File: src/rtl/usbd_irq_pkg.sv
`timescale 1ns/1ps
package usbd_irq_pkg;
   localparam int REG_W   = 16;
   localparam int B_BRST  = 0;
   localparam int B_ERR   = 1;
   localparam int B_SOF   = 2;
   localparam int B_TOK   = 3;
   localparam int B_IDLE  = 4;
   localparam int B_RSM   = 5;
   localparam int B_STALL = 7;

   // positions that hold a flag, and positions a write may clear
   localparam logic [REG_W-1:0] IMPL_MASK = 16'h00BF;
   localparam logic [REG_W-1:0] CLR_MASK  = 16'h00BD;

   // sampled line codes
   localparam logic [1:0] LN_SE0   = 2'b00;
   localparam logic [1:0] LN_DPLUS = 2'b01;
   localparam logic [1:0] LN_DMIN  = 2'b10;
   localparam logic [1:0] LN_SE1   = 2'b11;
endpackage

File: src/rtl/usbd_persist_timer.sv
`timescale 1ns/1ps
// Counts consecutive cycles with cond_i high; emits one pulse on the
// LIMIT-th such cycle, then saturates until cond_i drops.
module usbd_persist_timer #(
   parameter int LIMIT = 8
) (
   input  logic clk,
   input  logic rst_n,
   input  logic cond_i,
   output logic hit_o
);
   localparam int CW = $clog2(LIMIT + 1);

   if (LIMIT < 2) begin : g_bad_limit
      $error("usbd_persist_timer: LIMIT must be at least 2");
   end

   logic [CW-1:0] cnt_q;

   always_ff @(posedge clk or negedge rst_n) begin
      if (!rst_n) begin
         cnt_q <= '0;
      end else if (!cond_i) begin
         cnt_q <= '0;
      end else if (cnt_q != CW'(LIMIT)) begin
         cnt_q <= cnt_q + 1'b1;
      end
   end

   assign hit_o = cond_i && (cnt_q == CW'(LIMIT - 1));
endmodule

File: src/rtl/usbd_tok_fifo.sv
`timescale 1ns/1ps
module usbd_tok_fifo #(
   parameter int DEPTH = 4,
   parameter int W     = 8
) (
   input  logic         clk,
   input  logic         rst_n,
   input  logic         push_i,
   input  logic [W-1:0] push_data_i,
   input  logic         pop_i,
   output logic [W-1:0] head_o,
   output logic         valid_o
);
   localparam int AW = $clog2(DEPTH);
   localparam logic [AW:0] FULL_CNT = (AW+1)'(DEPTH);

   if (DEPTH < 2 || (DEPTH & (DEPTH - 1)) != 0) begin : g_bad_depth
      $error("usbd_tok_fifo: DEPTH must be a power of two, at least 2");
   end
   if (W < 1) begin : g_bad_width
      $error("usbd_tok_fifo: W must be positive");
   end

   logic [W-1:0]  mem_q [DEPTH];
   logic [AW-1:0] rd_q, wr_q;
   logic [AW:0]   cnt_q;
   logic          full, do_pop, do_push;

   assign full    = (cnt_q == FULL_CNT);
   assign do_pop  = pop_i && (cnt_q != '0);
   assign do_push = push_i && (!full || do_pop);

   always_ff @(posedge clk) begin
      if (do_push) begin
         mem_q[wr_q] <= push_data_i;
      end
   end

   always_ff @(posedge clk or negedge rst_n) begin
      if (!rst_n) begin
         rd_q  <= '0;
         wr_q  <= '0;
         cnt_q <= '0;
      end else begin
         if (do_push) wr_q <= wr_q + 1'b1;
         if (do_pop)  rd_q <= rd_q + 1'b1;
         case ({do_push, do_pop})
            2'b10:   cnt_q <= cnt_q + 1'b1;
            2'b01:   cnt_q <= cnt_q - 1'b1;
            default: cnt_q <= cnt_q;
         endcase
      end
   end

   assign valid_o = (cnt_q != '0);
   assign head_o  = valid_o ? mem_q[rd_q] : '0;
endmodule

File: src/rtl/usbd_w1c_bit.sv
`timescale 1ns/1ps
module usbd_w1c_bit #(
   parameter bit CLEARABLE = 1'b1
) (
   input  logic clk,
   input  logic rst_n,
   input  logic set_i,
   input  logic clr_i,
   output logic q_o
);
   logic clr_eff;

   assign clr_eff = clr_i & CLEARABLE;

   // set has priority over clear
   always_ff @(posedge clk or negedge rst_n) begin
      if (!rst_n) q_o <= 1'b0;
      else        q_o <= set_i | (q_o & ~clr_eff);
   end
endmodule

File: src/rtl/usbd_irq_status.sv
`timescale 1ns/1ps
module usbd_irq_status
   import usbd_irq_pkg::*;
#(
   parameter int CLK_KHZ    = 48000,
   parameter int IDLE_CYC   = CLK_KHZ * 3,
   parameter int RESUME_CYC = (CLK_KHZ * 25) / 10000,
   parameter int RST_CYC    = (CLK_KHZ * 25) / 10000,
   parameter int FIFO_DEPTH = 4,
   parameter int STAT_W     = 8,
   parameter int ERR_W      = 8
) (
   input  logic              clk,
   input  logic              rst_n,
   input  logic              low_speed_i,
   input  logic [1:0]        line_state_i,
   input  logic              ev_stall_i,
   input  logic              ev_tok_i,
   input  logic [STAT_W-1:0] tok_stat_i,
   input  logic              sof_tok_i,
   input  logic              sof_thr_i,
   input  logic [ERR_W-1:0]  err_vec_i,
   input  logic [ERR_W-1:0]  err_en_i,
   input  logic              wr_en_i,
   input  logic [REG_W-1:0]  wr_data_i,
   input  logic [REG_W-1:0]  irq_en_i,
   output logic [REG_W-1:0]  flags_o,
   output logic              irq_o,
   output logic [STAT_W-1:0] stat_o,
   output logic              stat_valid_o
);
   if (ERR_W < 1 || STAT_W < 1) begin : g_bad_width
      $error("usbd_irq_status: ERR_W and STAT_W must be positive");
   end

   logic [1:0]       j_code, k_code;
   logic             idle_hit, rsm_hit, brst_hit;
   logic             fifo_valid, fifo_pop;
   logic [REG_W-1:0] set_vec, clr_vec, flag_vec;
   logic             unused_bits;

   // line polarity depends on speed
   assign j_code = low_speed_i ? LN_DMIN  : LN_DPLUS;
   assign k_code = low_speed_i ? LN_DPLUS : LN_DMIN;

   usbd_persist_timer #(.LIMIT(IDLE_CYC)) u_idle_tmr (
      .clk    (clk),
      .rst_n  (rst_n),
      .cond_i (line_state_i == j_code),
      .hit_o  (idle_hit)
   );

   usbd_persist_timer #(.LIMIT(RESUME_CYC)) u_rsm_tmr (
      .clk    (clk),
      .rst_n  (rst_n),
      .cond_i (line_state_i == k_code),
      .hit_o  (rsm_hit)
   );

   // saturating count gives one set per SE0 episode
   usbd_persist_timer #(.LIMIT(RST_CYC)) u_brst_tmr (
      .clk    (clk),
      .rst_n  (rst_n),
      .cond_i (line_state_i == LN_SE0),
      .hit_o  (brst_hit)
   );

   assign fifo_pop = wr_en_i & wr_data_i[B_TOK] & flag_vec[B_TOK];

   usbd_tok_fifo #(.DEPTH(FIFO_DEPTH), .W(STAT_W)) u_fifo (
      .clk         (clk),
      .rst_n       (rst_n),
      .push_i      (ev_tok_i),
      .push_data_i (tok_stat_i),
      .pop_i       (fifo_pop),
      .head_o      (stat_o),
      .valid_o     (fifo_valid)
   );

   always_comb begin
      set_vec          = '0;
      set_vec[B_BRST]  = brst_hit;
      set_vec[B_ERR]   = |(err_vec_i & err_en_i);
      set_vec[B_SOF]   = sof_tok_i | sof_thr_i;
      // re-raise while entries wait behind a cleared head
      set_vec[B_TOK]   = ev_tok_i | (fifo_valid & ~flag_vec[B_TOK]);
      set_vec[B_IDLE]  = idle_hit;
      set_vec[B_RSM]   = rsm_hit;
      set_vec[B_STALL] = ev_stall_i;
   end

   assign clr_vec = wr_en_i ? (wr_data_i & CLR_MASK) : '0;

   for (genvar b = 0; b < REG_W; b++) begin : g_flag
      if (IMPL_MASK[b]) begin : g_impl
         usbd_w1c_bit #(.CLEARABLE(CLR_MASK[b])) u_bit (
            .clk   (clk),
            .rst_n (rst_n),
            .set_i (set_vec[b]),
            .clr_i (clr_vec[b]),
            .q_o   (flag_vec[b])
         );
      end else begin : g_rsvd
         assign flag_vec[b] = 1'b0;
      end
   end

   assign unused_bits  = ^{set_vec & ~IMPL_MASK, clr_vec & ~IMPL_MASK};
   assign flags_o      = flag_vec;
   assign irq_o        = |(flag_vec & irq_en_i);
   assign stat_valid_o = fifo_valid;
endmodule

File: config.mk
export PLATFORM = sky130hd
export DESIGN_NAME = usbd_irq_status
export DESIGN_NICKNAME = d
export VERILOG_FILES = /design/src/rtl/usbd_irq_pkg.sv /design/src/rtl/usbd_persist_timer.sv /design/src/rtl/usbd_tok_fifo.sv /design/src/rtl/usbd_w1c_bit.sv /design/src/rtl/usbd_irq_status.sv
export SDC_FILE = /design/constraint.sdc
export NUM_CORES = 1
export LEC_CHECK = 0
export BUFFER_PORTS_ARGS = -buffer_cell sky130_fd_sc_hd__buf_2
export CAP_MARGIN = 25
export CORE_UTILIZATION = 48
export CTS_CLUSTER_SIZE = 28
export DETAILED_ROUTE_END_ITERATION = 8
export HOLD_SLACK_MARGIN = 0.03
export PLACE_DENSITY = 0.88
export SKIP_CTS_REPAIR_TIMING = 1
export SYNTH_ARGS = -nofsm -noshare
export SYNTH_HDL_FRONTEND = slang
export SYNTH_SLANG_ARGS = --single-unit
File: constraint.sdc
create_clock -name clk -period 1.8 [get_ports clk]
set_input_delay 0 -clock clk [delete_from_list [all_inputs] [get_ports clk]]
set_output_delay 0 -clock clk [all_outputs]
set_load 0.01 [all_outputs]
# Word level (Yosys, flattened, before mapping)

Memory sizes are Yosys's and may differ from the RTL's.
Index checks and enable logic that the tools add are counted.

Output and inout bits: 26
Bits of input ports: 66
Memory bits (writable): 32
Memories: 1
Bits in registers: 46

Memories:

| name         | words | width | read ports | clocked after memory_dff | wr ports | line                | text |
|---|---|---|---|---|---|---|---|
| u_fifo.mem_q | 4     | 8     | 1          | 0                        | 1        | usbd_tok_fifo.sv:24 | `logic [W-1:0] mem_q [DEPTH];` |

Add/sub/neg operators: 7
Bitwise logic cells: 27
Equality and inequality tests: 14
Multiplexer cells: 13
Reductions and logical operators: 12

Operators by type and width:

| cell                                          | number |
|---|---|
| 2-to-1 mux 18 bit                             | 2 |
| 2-to-1 mux 7 bit                              | 4 |
| adder 18 x 1 -> 18 bit, second input constant | 1 |
| == test 18 bit, second input constant         | 1 |
| != test 18 bit, second input constant         | 1 |
| bitwise AND 8 x 16 -> 16 bit                  | 1 |
| 2-to-1 mux 8 bit                              | 2 |
| OR reduction 16 bit                           | 1 |
| adder 7 x 1 -> 7 bit, second input constant   | 2 |
| == test 7 bit, second input constant          | 2 |
| != test 7 bit, second input constant          | 2 |
| bitwise AND 1 bit                             | 9 |
| bitwise OR 1 bit                              | 9 |
| bitwise AND 8 bit                             | 1 |
| OR reduction 8 bit                            | 1 |
| inverter 1 bit                                | 7 |
| != test 2 bit, second input constant          | 3 |
| case mux 3 bit (2 select lines)               | 1 |
| logical AND 1 bit                             | 5 |
| adder 2 x 1 -> 2 bit, second input constant   | 2 |
| == test 2 bit                                 | 2 |
| 2-to-1 mux 2 bit                              | 2 |
| adder 3 x 1 -> 3 bit, second input constant   | 1 |
| == test 3 bit, second input constant          | 1 |
| 9 further kinds                               | 10 |

# Depth between registers and ports, before layout

Depth after elaboration: 7
Depth in mapped cells: 9

# Modules after synthesis

A second synthesis with hierarchy kept.

Cell total of the unflattened synthesis: 340
Area total of the unflattened synthesis: 3966.3 sq um

Modules (own cells, without submodules):

| module                                    | cells each | area each (sq um) | times used | sequential area each (sq um) |
|---|---|---|---|---|
| usbd_tok_fifo                             | 102        | 1712.9            | 1          | 1136.1 |
| usbd_persist_timer (u_idle_tmr)           | 104        | 1013.5            | 1          | 450.4 |
| usbd_persist_timer (u_brst_tmr ...)       | 40         | 377.9             | 2          | 175.2 |
| usbd_irq_status                           | 34         | 235.2             | 1          | 0.0 |
| usbd_w1c_bit (g_flag[0].g_impl.u_bit ...) | 3          | 36.3              | 6          | 25.0 |
| usbd_w1c_bit (g_flag[1].g_impl.u_bit)     | 2          | 31.3              | 1          | 25.0 |

# Worst setup path before layout

Ideal clock, no wire load.

Path type: reg2reg
Start point: reg g_flag[3].g_impl.u_bit.q_o
End point: reg u_fifo.cnt_q[2]
Slack: -68 ps
Arrival time: 1788 ps
Setup time: 79 ps
Path buffers: 0
Cell stages (with the launch flop): 10
Data required time: 1721 ps
Period minus slack after synthesis: 1868 ps
Cell sequence: dfrtp_1 -> nand3_1 -> a41oi_1 -> inv_1 -> ha_1 -> inv_1 -> fa_1 -> xor2_1 -> nor2_1 -> xor2_1

Cells in the longest elaborated chain, start to end: 6

RTL lines:

| item                                                                         | line                  | text |
|---|---|---|
| start: declaration                                                           | usbd_w1c_bit.sv:9     | `output logic q_o` |
| start signal: assignment                                                     | usbd_w1c_bit.sv:18    | `else q_o <= set_i \| (q_o & ~clr_eff);` |
| bitwise AND 1 bit *                                                          | usbd_irq_status.sv:68 | `assign fifo_pop = wr_en_i & wr_data_i[B_TOK] & flag_vec[B_TOK];` |
| logical AND 1 bit *                                                          | usbd_tok_fifo.sv:30   | `assign do_pop = pop_i && (cnt_q != '0);` |
| logical OR 1 bit                                                             | usbd_tok_fifo.sv:31   | `assign do_push = push_i && (!full \|\| do_pop);` |
| logical AND 1 bit                                                            | usbd_tok_fifo.sv:31   |  |
| == test 2 x 1 -> 1 bit / == test 2 bit (equally long branches)               | usbd_tok_fifo.sv:47   | `case ({do_push, do_pop})` |
| case mux 3 bit (2 select lines) / nonzero test 2 bit (equally long branches) | --                    |  |
| end signal: assignment                                                       | usbd_tok_fifo.sv:48   | `2'b10: cnt_q <= cnt_q + 1'b1;` |
| end signal: assignment                                                       | usbd_tok_fifo.sv:49   | `2'b01: cnt_q <= cnt_q - 1'b1;` |
| end signal: assignment                                                       | usbd_tok_fifo.sv:50   | `default: cnt_q <= cnt_q;` |
| end: declaration                                                             | usbd_tok_fifo.sv:26   | `logic [AW:0] cnt_q;` |

Mark *: on every way between the ends. The rest lies on a longest branch, timed or not.
A chain may end at the register's enable or synchronous reset.

# Worst setup path after layout

Start point: reg u_fifo.cnt_q[0]
End point: reg u_fifo.cnt_q[2]

Cells in the longest elaborated chain, start to end: 6

RTL lines:

| item                                                                         | line                | text |
|---|---|---|
| nonzero test 3 bit *                                                         | usbd_tok_fifo.sv:30 |  |
| logical AND 1 bit *                                                          | usbd_tok_fifo.sv:30 |  |
| named net u_fifo.do_pop                                                      | usbd_tok_fifo.sv:27 | `logic full, do_pop, do_push;` |
| logical OR 1 bit                                                             | usbd_tok_fifo.sv:31 |  |
| logical AND 1 bit                                                            | usbd_tok_fifo.sv:31 |  |
| == test 2 x 1 -> 1 bit / == test 2 bit (equally long branches)               | usbd_tok_fifo.sv:47 |  |
| case mux 3 bit (2 select lines) / nonzero test 2 bit (equally long branches) | --                  |  |

Mark *: on every way through the listed nets, which the timed path passes. The rest lies on a longest branch.

==> results.yml <==
clock_tree:
  cts_tree: "built"
  max-clock-path-buffers: 2
  clk_latency_ns: 0.35
  numCtsBuffers: 9
  clockRootBuffer: "clkbuf_8"
  cts.sinks: 78
  clk_pin_slew_ns: 0.08
  cts_max_level: 3
setup_path:
  end_kind: "register"
  cp_max_fo: 3
  cp_cell_sequence: "or3_4, nor2b_4, ha_4, inv_2, fa_2, xor2_1, nor2_1, xor2_1"
  cp_common_cell: "xor2_1"
  start_kind: "register"
  arrival_ns: 2.06
  crit_type: "reg2reg"
  slowest_stage: "dfrtp_1"
  max_stage_delay_ns: 0.42
  worstPathRequired_ns: 2.04
die:
  die_w_um: 90.9
  die_h_um: 90.9
  die_area_um2: 8270
  io_pins: 92
  fp-row-count: 32
  coreArea_um2: 7690
  initial_utilization: 0.494
placement:
  dpl.hpwl_mm: 5.08
  port_buffers: 63
  dp_cells: 480
  place_ws_ns: -0.0746
  globalplace.congestion: 0.815
synth:
  synth_cell_types: 49
  synth-edff-count: 32
  syn_area_um2: 3800
  yosys_warnings: 0
  ys_ff_latch: 78
  async_flop_share: 0.590
  netlist_instances: 317
  yosys_most_used_dff: "dfrtp_1"
  ys_seq_area_frac: 0.556
  syn-mean-instance-area_um2: 12.0
timing:
  rsz0062_at_grt: "yes"
  setup_violations: 1
  holdWs_ns: 0.0362
  skew_ns: 0.00729
  hold_viol_final: 0
  slew_viol_final: 0
  fin_crit_ns: 1.82
  relSlewSlack: 0.579
  clock.fmax_mhz: 549
  setup_slack_ns: -0.0205
  tightest_slew_ns: 0.632
  fin_crit_sh: 1.01
power_and_ir_drop:
  leakage_nw: 1.97
  ir_drop_mv: 0.423
  pwr_density_cell_nw_per_um2: 1060
global_routing:
  grt_pass1_wl_mm: 11.5
  grt_pass1_vias: 2557
  grt_usage: 0.180
  gr-total-overflow: 0
  grt_max_degree: 47
  antenna_found_initial: 0
status:
  violations: "negative setup slack"
  status: "finished with violations"
run:
  drv_cap: 0
finish:
  fin_cells: 522
  final_cell_mix: "buf_2 (63), dfrtp_1 (46), edfxtp_1 (32), nor2_1 (25)"
  final_nets: 493
  diodes: 0
  drive_gt1_frac: 0.286
  layout_commonest_cell: "buf_2"
  area_growth_pct: 24.8
drt:
  via_per_inst: 5.19
  first_pass_iters: 4
  via_count: 2710
  wl_per_cell_um: 14.2
  detail-route-antenna-nets: 0
  drt-initial-drc-count: 121
  drc: 0
  wirelength_mm: 7.41
min_path:
  holdCritPathClass: "in2reg"
==> layout make-up <==
class | instances | area [µm²]
clock buffer | 9 | 124
clock inverter | 7 | 98.8
fill | 605 | 2950
inverter | 17 | 63.8
multi-input combinational | 206 | 1540
sequential | 78 | 2110
tap | 102 | 128
timing repair buffer | 103 | 677
==> cell usage after synthesis, types with 2 or more instances <==
library cell | count | share of area
dfrtp_1 | 46 | 0.30
edfxtp_1 | 32 | 0.25
nor2_1 | 26 | 0.026
nand2_1 | 23 | 0.023
buf_4 | 17 | 0.034
inv_1 | 17 | 0.017
xor2_1 | 17 | 0.039
nand3_1 | 15 | 0.020
and2_1 | 14 | 0.023
ha_1 | 11 | 0.036
xnor2_1 | 10 | 0.023
a21oi_1 | 8 | 0.011
mux4_2 | 8 | 0.047
o21ai_0 | 8 | 0.011
or3_1 | 6 | 0.0099
nand4_1 | 5 | 0.0082
nor3_1 | 5 | 0.0066
clkbuf_1 | 4 | 0.0040
o31ai_1 | 4 | 0.0079
and3_1 | 3 | 0.0049
mux2i_1 | 3 | 0.0079
nand4b_1 | 3 | 0.0069
a222oi_1 | 2 | 0.0053
a22oi_1 | 2 | 0.0040
and4_1 | 2 | 0.0046
buf_6 | 2 | 0.0059
nor4b_1 | 2 | 0.0046
==> flip-flops by register name, summed over array words and instances (netlist names) <==
signal	cells
u_brst_tmr.cnt_q	7
u_rsm_tmr.cnt_q	7
u_fifo.mem_q	32
u_fifo.rd_q	2
u_idle_tmr.cnt_q	18
u_fifo.wr_q	2
g_flag.g_impl.u_bit.q_o	7
u_fifo.cnt_q	3
==> through the flow <==
stage | instance area, µm² | power, mW | TNS, ns | util
CTS | 4440 | 4.92 | -0.166 | 0.577
global route | 4740 | 5.29 | -0.167 | 0.616
global placement | 4210 | 3.42 | 0 | 0.548
detailed placement | 4210 | 3.50 | -0.137 | 0.548
finish | 4740 | 5.02 | -0.0205 | 0.616
floorplan | 3830 | 3.06 | 0 | -
==> path summary, 6_finish.rpt <==
check	startpoint	end	slack, ns	depth (start not counted)
max reg2reg	u_fifo.cnt_q[0]	u_fifo.cnt_q[2]	-0.02	8
max	u_fifo.cnt_q[0]	u_fifo.cnt_q[2]	-0.02	8
min in group asynchronous	rst_n	u_idle_tmr.cnt_q[0]	0.26	3
min	wr_en_i	g_flag[4].g_impl.u_bit.q_o	0.04	3
min reg2reg	u_fifo.cnt_q[0]	u_fifo.cnt_q[0]	0.52	1
max in group asynchronous	rst_n	u_rsm_tmr.cnt_q[2]	1.13	3
==> worst max-delay path, delay by kind of cell, from the launching register on <==
| family | cells | cell delay, ns |
|---|---|---|
| xor gates and xnor gates | 2 | 0.28 |
| and+or+nand+nor | 3 | 0.59 |
| adders and majority gates | 2 | 0.35 |
| DFF | 1 | 0.42 |
| buffers and inverters | 1 | 0.06 |
==> layer usage <==
layer | vias to the layer above | routed length (µm) | track usage
met5 | - | 0 | 0
met4 | 0 | 39 | 0.0476
met3 | 5 | 318 | 0.0528
met2 | 73 | 3950 | 0.324
met1 | 1329 | 3110 | 0.209
li1 | 1303 | - | -
==> cells by family after synthesis <==
logic type / Yosys count / synth area share
AND/OR/NAND/NOR: 114 / 0.163
multiplexers: 11 / 0.0554
flip-flops: 78 / 0.556
buffers and inverters: 41 / 0.0616
AO/OA/AOI/OAI: 33 / 0.0587
other: 1 / 0.000988
XOR/XNOR: 27 / 0.0623
adder cells (fa/ha/maj): 12 / 0.0415
==> power by group <==
part | leakage (nW) | switching, mW | internal (mW)
sequential | 0.900 | 0.140 | 2.10
combinational | 0.962 | 0.644 | 0.700
clock | 0.109 | 0.645 | 0.784
total | 1.97 | 1.43 | 3.59
(Power assumes the default switching activity.)
